[src/rtl/fa_tlb.sv]
module fa_tlb #(
  parameter int ENTRIES = 64,
  parameter int VPN_W   = 20,
  parameter int PPN_W   = 12
) (
  input  logic             clk,
  input  logic             rst_n,
  input  logic             flush,
  input  logic             lk_valid,
  input  logic             lk_write,
  input  logic [VPN_W-1:0] lk_vpn,
  output logic             lk_hit,
  output logic             lk_miss,
  output logic [PPN_W-1:0] lk_ppn,
  output logic             lk_dirty,
  input  logic             fill_valid,
  input  logic [VPN_W-1:0] fill_vpn,
  input  logic [PPN_W-1:0] fill_ppn,
  input  logic             fill_dirty
);
  localparam int IW = (ENTRIES > 1) ? $clog2(ENTRIES) : 1;
  localparam logic [IW-1:0] LAST = IW'(ENTRIES - 1);

  logic [ENTRIES-1:0] valid_q, dirty_q, lk_match, fl_match;
  logic [VPN_W-1:0]   tag_q [ENTRIES];
  logic [PPN_W-1:0]   ppn_q [ENTRIES];
  logic [IW-1:0]      rr_q, lk_idx, fl_idx, free_idx, victim;
  logic               free_any, fl_resident, do_fill, evict, wr_hit;

  // lowest index wins for every priority pick
  always_comb begin
    lk_idx   = '0;
    fl_idx   = '0;
    free_idx = '0;
    free_any = 1'b0;
    for (int i = ENTRIES - 1; i >= 0; i--) begin
      lk_match[i] = valid_q[i] && (tag_q[i] == lk_vpn);
      fl_match[i] = valid_q[i] && (tag_q[i] == fill_vpn);
      if (lk_match[i]) lk_idx = IW'(i);
      if (fl_match[i]) fl_idx = IW'(i);
      if (!valid_q[i]) begin
        free_idx = IW'(i);
        free_any = 1'b1;
      end
    end
  end

  assign lk_hit      = lk_valid && !flush && (|lk_match);
  assign lk_miss     = lk_valid && !lk_hit;
  assign lk_ppn      = ppn_q[lk_idx];
  assign lk_dirty    = lk_hit && dirty_q[lk_idx];
  assign wr_hit      = lk_hit && lk_write;
  assign fl_resident = |fl_match;
  assign do_fill     = fill_valid && !flush;
  assign evict       = do_fill && !fl_resident && !free_any;
  assign victim      = fl_resident ? fl_idx : (free_any ? free_idx : rr_q);

  always_ff @(posedge clk) begin
    if (!rst_n) begin
      valid_q <= '0;
      dirty_q <= '0;
      rr_q    <= '0;
    end else if (flush) begin
      valid_q <= '0;
      rr_q    <= '0;
    end else begin
      if (wr_hit) dirty_q[lk_idx] <= 1'b1;
      if (do_fill) begin
        valid_q[victim] <= 1'b1;
        dirty_q[victim] <= fill_dirty;
      end
      if (evict) rr_q <= (rr_q == LAST) ? '0 : rr_q + 1'b1;
    end
  end

  always_ff @(posedge clk) begin
    if (do_fill) begin
      tag_q[victim] <= fill_vpn;
      ppn_q[victim] <= fill_ppn;
    end
  end

  AST_UNIQUE_TAGS: assert property (@(posedge clk) disable iff (!rst_n)
    $onehot0(lk_match));

  AST_FLUSH_EMPTIES: assert property (@(posedge clk) disable iff (!rst_n)
    $past(flush) |-> (valid_q == '0));

  AST_FILL_VISIBLE: assert property (@(posedge clk) disable iff (!rst_n)
    ($past(fill_valid && !flush) && lk_valid && !flush && (lk_vpn == $past(fill_vpn)))
      |-> (lk_hit && (lk_ppn == $past(fill_ppn))));

  AST_DIRTY_STICKS: assert property (@(posedge clk) disable iff (!rst_n)
    ($past(lk_hit && lk_write) && !$past(fill_valid) && lk_valid && !flush
      && (lk_vpn == $past(lk_vpn))) |-> (lk_hit && lk_dirty));

  AST_EVICT_ONLY_FULL: assert property (@(posedge clk) disable iff (!rst_n)
    ((rr_q != $past(rr_q)) && !$past(flush)) |-> ($past(valid_q) == '1));
endmodule

[config.mk]
export PLATFORM = sky130hd
export DESIGN_NAME = fa_tlb
export DESIGN_NICKNAME = d
export VERILOG_FILES = /design/src/rtl/fa_tlb.sv
export SDC_FILE = /design/constraint.sdc
export NUM_CORES = 2
export LEC_CHECK = 0
export BUFFER_PORTS_ARGS = -buffer_cell sky130_fd_sc_hd__buf_2
export CAP_MARGIN = 10
export CORE_MARGIN = 1
export CORE_UTILIZATION = 50
export DETAILED_ROUTE_END_ITERATION = 8
export PLACE_DENSITY = 0.69
export SYNTH_ARGS = -nofsm -noshare
export SYNTH_HDL_FRONTEND = slang
export SYNTH_SLANG_ARGS = --single-unit
[constraint.sdc]
create_clock -name clk -period 8 [get_ports clk]
set_input_delay 1.6 -clock clk [delete_from_list [all_inputs] [get_ports clk]]
set_output_delay 1.6 -clock clk [all_outputs]
set_load 0.1 [all_outputs]
Word level (Yosys, flattened, before mapping) --
Memories as Yosys holds them, arrays and structs flattened. Cells that the tools add are included.
Word-level totals: register bits 134, bits in latches 0, RAM bits 2048, bits in read-only memories 0, input port bits 59, output and inout port bits 15, word-level logic and storage cells 559, memories kept 2
Operators by class: add/sub/neg operators 1, multiply operators 0, div/mod/pow operators 0, order comparisons 4, equality and inequality tests 129, shift-type cells 0, muxes and demuxes 272, bitwise logic cells 3, reduce and logical (&&, ||, !) cells 145
Memories:
- tag_q | depth 64, width 20, rd ports 64, clocked after Yosys merged registers in 0, write ports 1, RTL line 25 | logic [VPN_W-1:0] tag_q [ENTRIES];
- ppn_q | depth 64, width 12, rd ports 1, clocked after Yosys merged registers in 0, write ports 1, RTL line 26 | logic [PPN_W-1:0] ppn_q [ENTRIES];
Operators by type and width (number):
- 20-bit equality test | 128
- 6-bit 2-to-1 mux | 195
- 64-bit 2-to-1 mux | 4
- 1-bit logical AND | 138
- 64-bit OR | 2
- 64-bit OR reduction | 2
- 1-bit 2-to-1 mux | 69
- 64-bit bitwise mux | 1
- 6-bit by 7-bit < comparator with 1-bit output (second input constant) | 2
- 1-bit demux with 6-bit select | 2
- 6-bit by 1-bit >= comparator with 1-bit output (second input constant) | 2
- 6-bit by 1-bit adder with 6-bit output (second input constant) | 1
- 1-bit binary-select mux with 6-bit select | 1
- 6-bit equality test (second input constant) | 1
- 1-bit zero test | 4
- 2-bit OR reduction | 1
- 1-bit inverter | 1

Depth between registers and ports, before layout --
depth in word-level cells 76, depth in mapped cells 24

Worst setup path after synthesis --
No wires, ideal clock.
path kind in2out, start point in lk_vpn[11], end point out lk_ppn[10], arrival 8.338 ns, required time 6.400 ns, slack -1.938 ns, stages 20, path buffers 5, path through buf_2 buf_2 buf_4 buf_4 xnor2_1 nand2_1 or3b_2 nor4_1 nand4_1 a21boi_0 nor3b_1 nand3_1 o21bai_1 nand2_1 nor3_2 buf_2 nand2_1 o211ai_1 a21oi_1 o41ai_1
On the way: longest elaborated chain between the ends 67
Ends and longest elaborated chain:
- start, declared | RTL line 11 | input logic [VPN_W-1:0] lk_vpn,
- 20-bit equality test | RTL line 37 | lk_match[i] = valid_q[i] && (tag_q[i] == lk_vpn);
- 1-bit logical AND | RTL line 37
- 6-bit 2-to-1 mux (63 in a row) | RTL line 39 | if (lk_match[i]) lk_idx = IW'(i);
- 6-bit 2-to-1 mux * | RTL line 39
- memory read 64 x 12 bit *
- end, declared | RTL line 14 | output logic [PPN_W-1:0] lk_ppn,
Mark *: on every way between the ends. The rest lies on a longest branch, timed or not.

Worst setup path in the final report --
start point in lk_vpn[10], end point out lk_ppn[4]
Same word-level chain as after synthesis.

==> impl_results.md <==
- R2R setup slack: 1.32 ns
- Drt first pass iters: 9
- Kind of critical path: in -> out
- Port Buffers: 73
- Arr. time, crit path: 6.85 ns
- Compound-gate portion of the synthesized area: 5.53%
- Max Fclk: approximately 120 MHz
- First-pass GRT wire length: 721 mm
- Tcrit/Tclk final: 106%
- Flops & latches, synth: between 2k and 2.5k
- Final worst clock skew: 0.115 ns
- Placeable Area: 228000 um^2
- Latest clock arrival within the worst-skew pair: roughly 0.97 ns
- Clock root buffer: clkbuf_16
- Post-synthesis mux area share: 1.49%
- EDFF count, synth: about 2k
- CTS H-tree depth: 4
- Final hold violation count: 0
- Adder-Cell Fraction of Synth Area: 0.0109%
- Initial Utilization: about half
- Overall die height: 482 um
- Setup crit start kind: input port
- Fin crit period: 8.45 ns
- Post-DP HPWL: 376 mm
- Failing checks: negative setup slack
- Yosys top cell area share: 53.4%
- 1st-iter DRT viols: 14.7k
- Die area: 232000 um^2
- Post-Synth XOR/XNOR Area: about a fifth
- Area leader, netlist: edfxtp_1
- CTS tree: built
- Crit Path Max Fanout: 12
- Largest net degree at the start of global routing: 68
- Gr usage total: 44.4%
- Row count: approximately 180
- Worst slew pin tran: 1.21 ns
- Antenna-violating nets left: 0
- Layout Nets: 11.4k
- Min-delay worst type: reg -> reg
- Largest family of logic cells by synthesized area: XOR/XNOR gates
- Io pins: 74
- Most common cell in the netlist: edfxtp_1
- RSZ-0062 raised after global routing: true
- Cell Pwr Density: 178 nW/um^2
- Max IR drop VDD: 0.220 mV
- Routed WL per cell: 36.3 um
- Fin worst setup slack: -0.446 ns
- Antenna violations before repair: 20
- Die Wd: about 480 um
- RD Place Congestion: 1.10
- Final-report max-slew violation count: 0
- Seq/Total Area, Yosys: 55.7%
- Slew headroom: approximately 19%
- Cell Area, Synth: ~120000 um^2
- Mapped Nets: between 9k and 10k
- WL final: roughly 530 mm
- Via Count: between 90k and 100k
- Grt total ovfl: 0
- Leakage: 50.5 nW
- Crit path capture type: output port
- Vias per inst: about 6.7
- DRC violations left: 0
- Mean post-synth cell area: 12.1 um^2
- Area growth from synthesis to layout: 28.7%
- Simple-Gate Fraction of Synth Area: 15.2%
- CTS Buffer Depth: 3
- Synth top area cells: edfxtp_1 53%, xnor2_1 14%, xor2_1 5.2%, nand4_1 4.5%, dfxtp_1 2.3%
- Total CTS buffers: 235
- Synth Flop Type: edfxtp_1
- Clock transition at the registers of the reported paths: 0.06 ns
- Commonest cells in the netlist: 2048 x edfxtp_1, 1872 x xnor2_1, 835 x nand4_1
- Synth async-reset ratio: 0%
- Number of synthesis warnings: 0
- Max-cap violations: 0
- Hold_ws: 0.554 ns
- Share of post-route cells with drive strength above 1: 26.4%
- Finish-stage setup viols: 13
- Critical Path RT: 6.40 ns
- Mapped Cells: 9515
- Clock sinks: 2182
- Total power: 26.3 mW
- Fillers: 17.2k
- Status: finished, violations left
- Number of global-route vias before repair: 93.0k
- Synth unique cells: 94
layout by cell type (no fill, tap or decap), types with 77 or more instances in the layout:
cell and count:
edfxtp_1 2048, xnor2_1 1754, buf_4 1535, nand4_1 835, xor2_1 681, nand2_1 557, nand3_1 338, nor4_1 331
buf_12 312, clkbuf_16 238, nor2_1 224, a21oi_1 192, inv_1 140, o21ai_0 135, dfxtp_1 134, mux2i_1 133
xnor2_2 92, buf_6 82, nor3_1 77
cells by family (layout without fill, tap and decap cells):
family,after synthesis,after routing
adders and majority gates,1,1
and+or+nand+nor,3098,3099
buffers and inverters,593,2592
AOI/OAI and AO/OA,915,915
xor gates and xnor gates,2558,2558
muxes,168,168
other,0,7
DFF,2182,2182
routing by layer:
layer	GRT usage (%)	share of wire, %	vias up
met1	59.4	38	48232
met3	10.8	12	1715
li1	-	-	39419
met4	27.6	7.5	12
met5	0	0.014	-
met2	65.0	42	7467
power breakdown:
group          internal, mW  switching [mW]  total, mW
clock                  6.28            4.97       11.2
combinational         0.966            1.64       2.60
sequential             12.5         0.00793       12.5
state kept, by name, indices dropped and copies added, names as in the netlist:
signal / cells
tag_q: 1280
ppn_q: 768
dirty_q: 64
valid_q: 64
rr_q: 6
metrics by stage:
| step | setup TNS [ns] | utilization (%) | cells | setup WS, ns | instance area (um^2) |
|---|---|---|---|---|---|
| floorplan | -0.671 | - | 9515 | -0.588 | 115000 |
| global placement | -17.66 | 58.9 | 13910 | -1.70 | 134000 |
| detailed placement | -15.35 | 58.9 | 13911 | -1.51 | 134000 |
| CTS | -2.49 | 64.2 | 14472 | -0.334 | 147000 |
| global route | -3.91 | 65.0 | 14526 | -0.446 | 148000 |
| finish | -3.83 | 65.0 | 14531 | -0.446 | 148000 |
timing repair:
action / in CTS / in global routing
setup buffers: 125 / 54
pin swaps: 177 / 105
hold buffers: 0 / 0
gates resized for setup: 581 / 223
cloned: 5 / 0
setup endpoints to repair: 13 / 13
critical path: stages:
cell and delay [ns]:
buf_12 0.14, buf_4 0.20, buf_4 0.17, xnor2_1 0.35
nand3_1 0.15, nor4_2 0.39, buf_4 0.19, and4_1 0.36
a221o_1 0.25, a311oi_2 0.12, o21ai_2 0.24, buf_4 0.19
o211ai_1 0.18, clkbuf_16 0.22, nand2_4 0.06, buf_12 0.15
mux2_4 0.32, a32o_2 0.28, o41ai_4 0.46, a21oi_4 0.12
nand3b_1 0.18, a31o_2 0.25, buf_12 0.17
area by class of cell:
cell class	count	area, um^2	area share (%)
clock inverter	132	1490	1.00
multi-input combinational	6741	52100	35.1
clock buffer	311	6380	4.30
antenna	7	17.5	0.0118
inverter	142	533	0.360
sequential	2182	64200	43.3
tap	3009	3760	2.54
timing repair buffer	2007	19800	13.4
worst paths after layout:
check,endpoint,cells past startpoint,startpoint
worst min-delay path,dirty_q[60],2,dirty_q[60]
worst max-delay path,lk_ppn[4],23,lk_vpn[10]
worst min register to register,dirty_q[60],2,dirty_q[60]
worst max register to register,tag_q[39][8],16,valid_q[60]
Note: power is estimated with default switching activity, not from simulation.
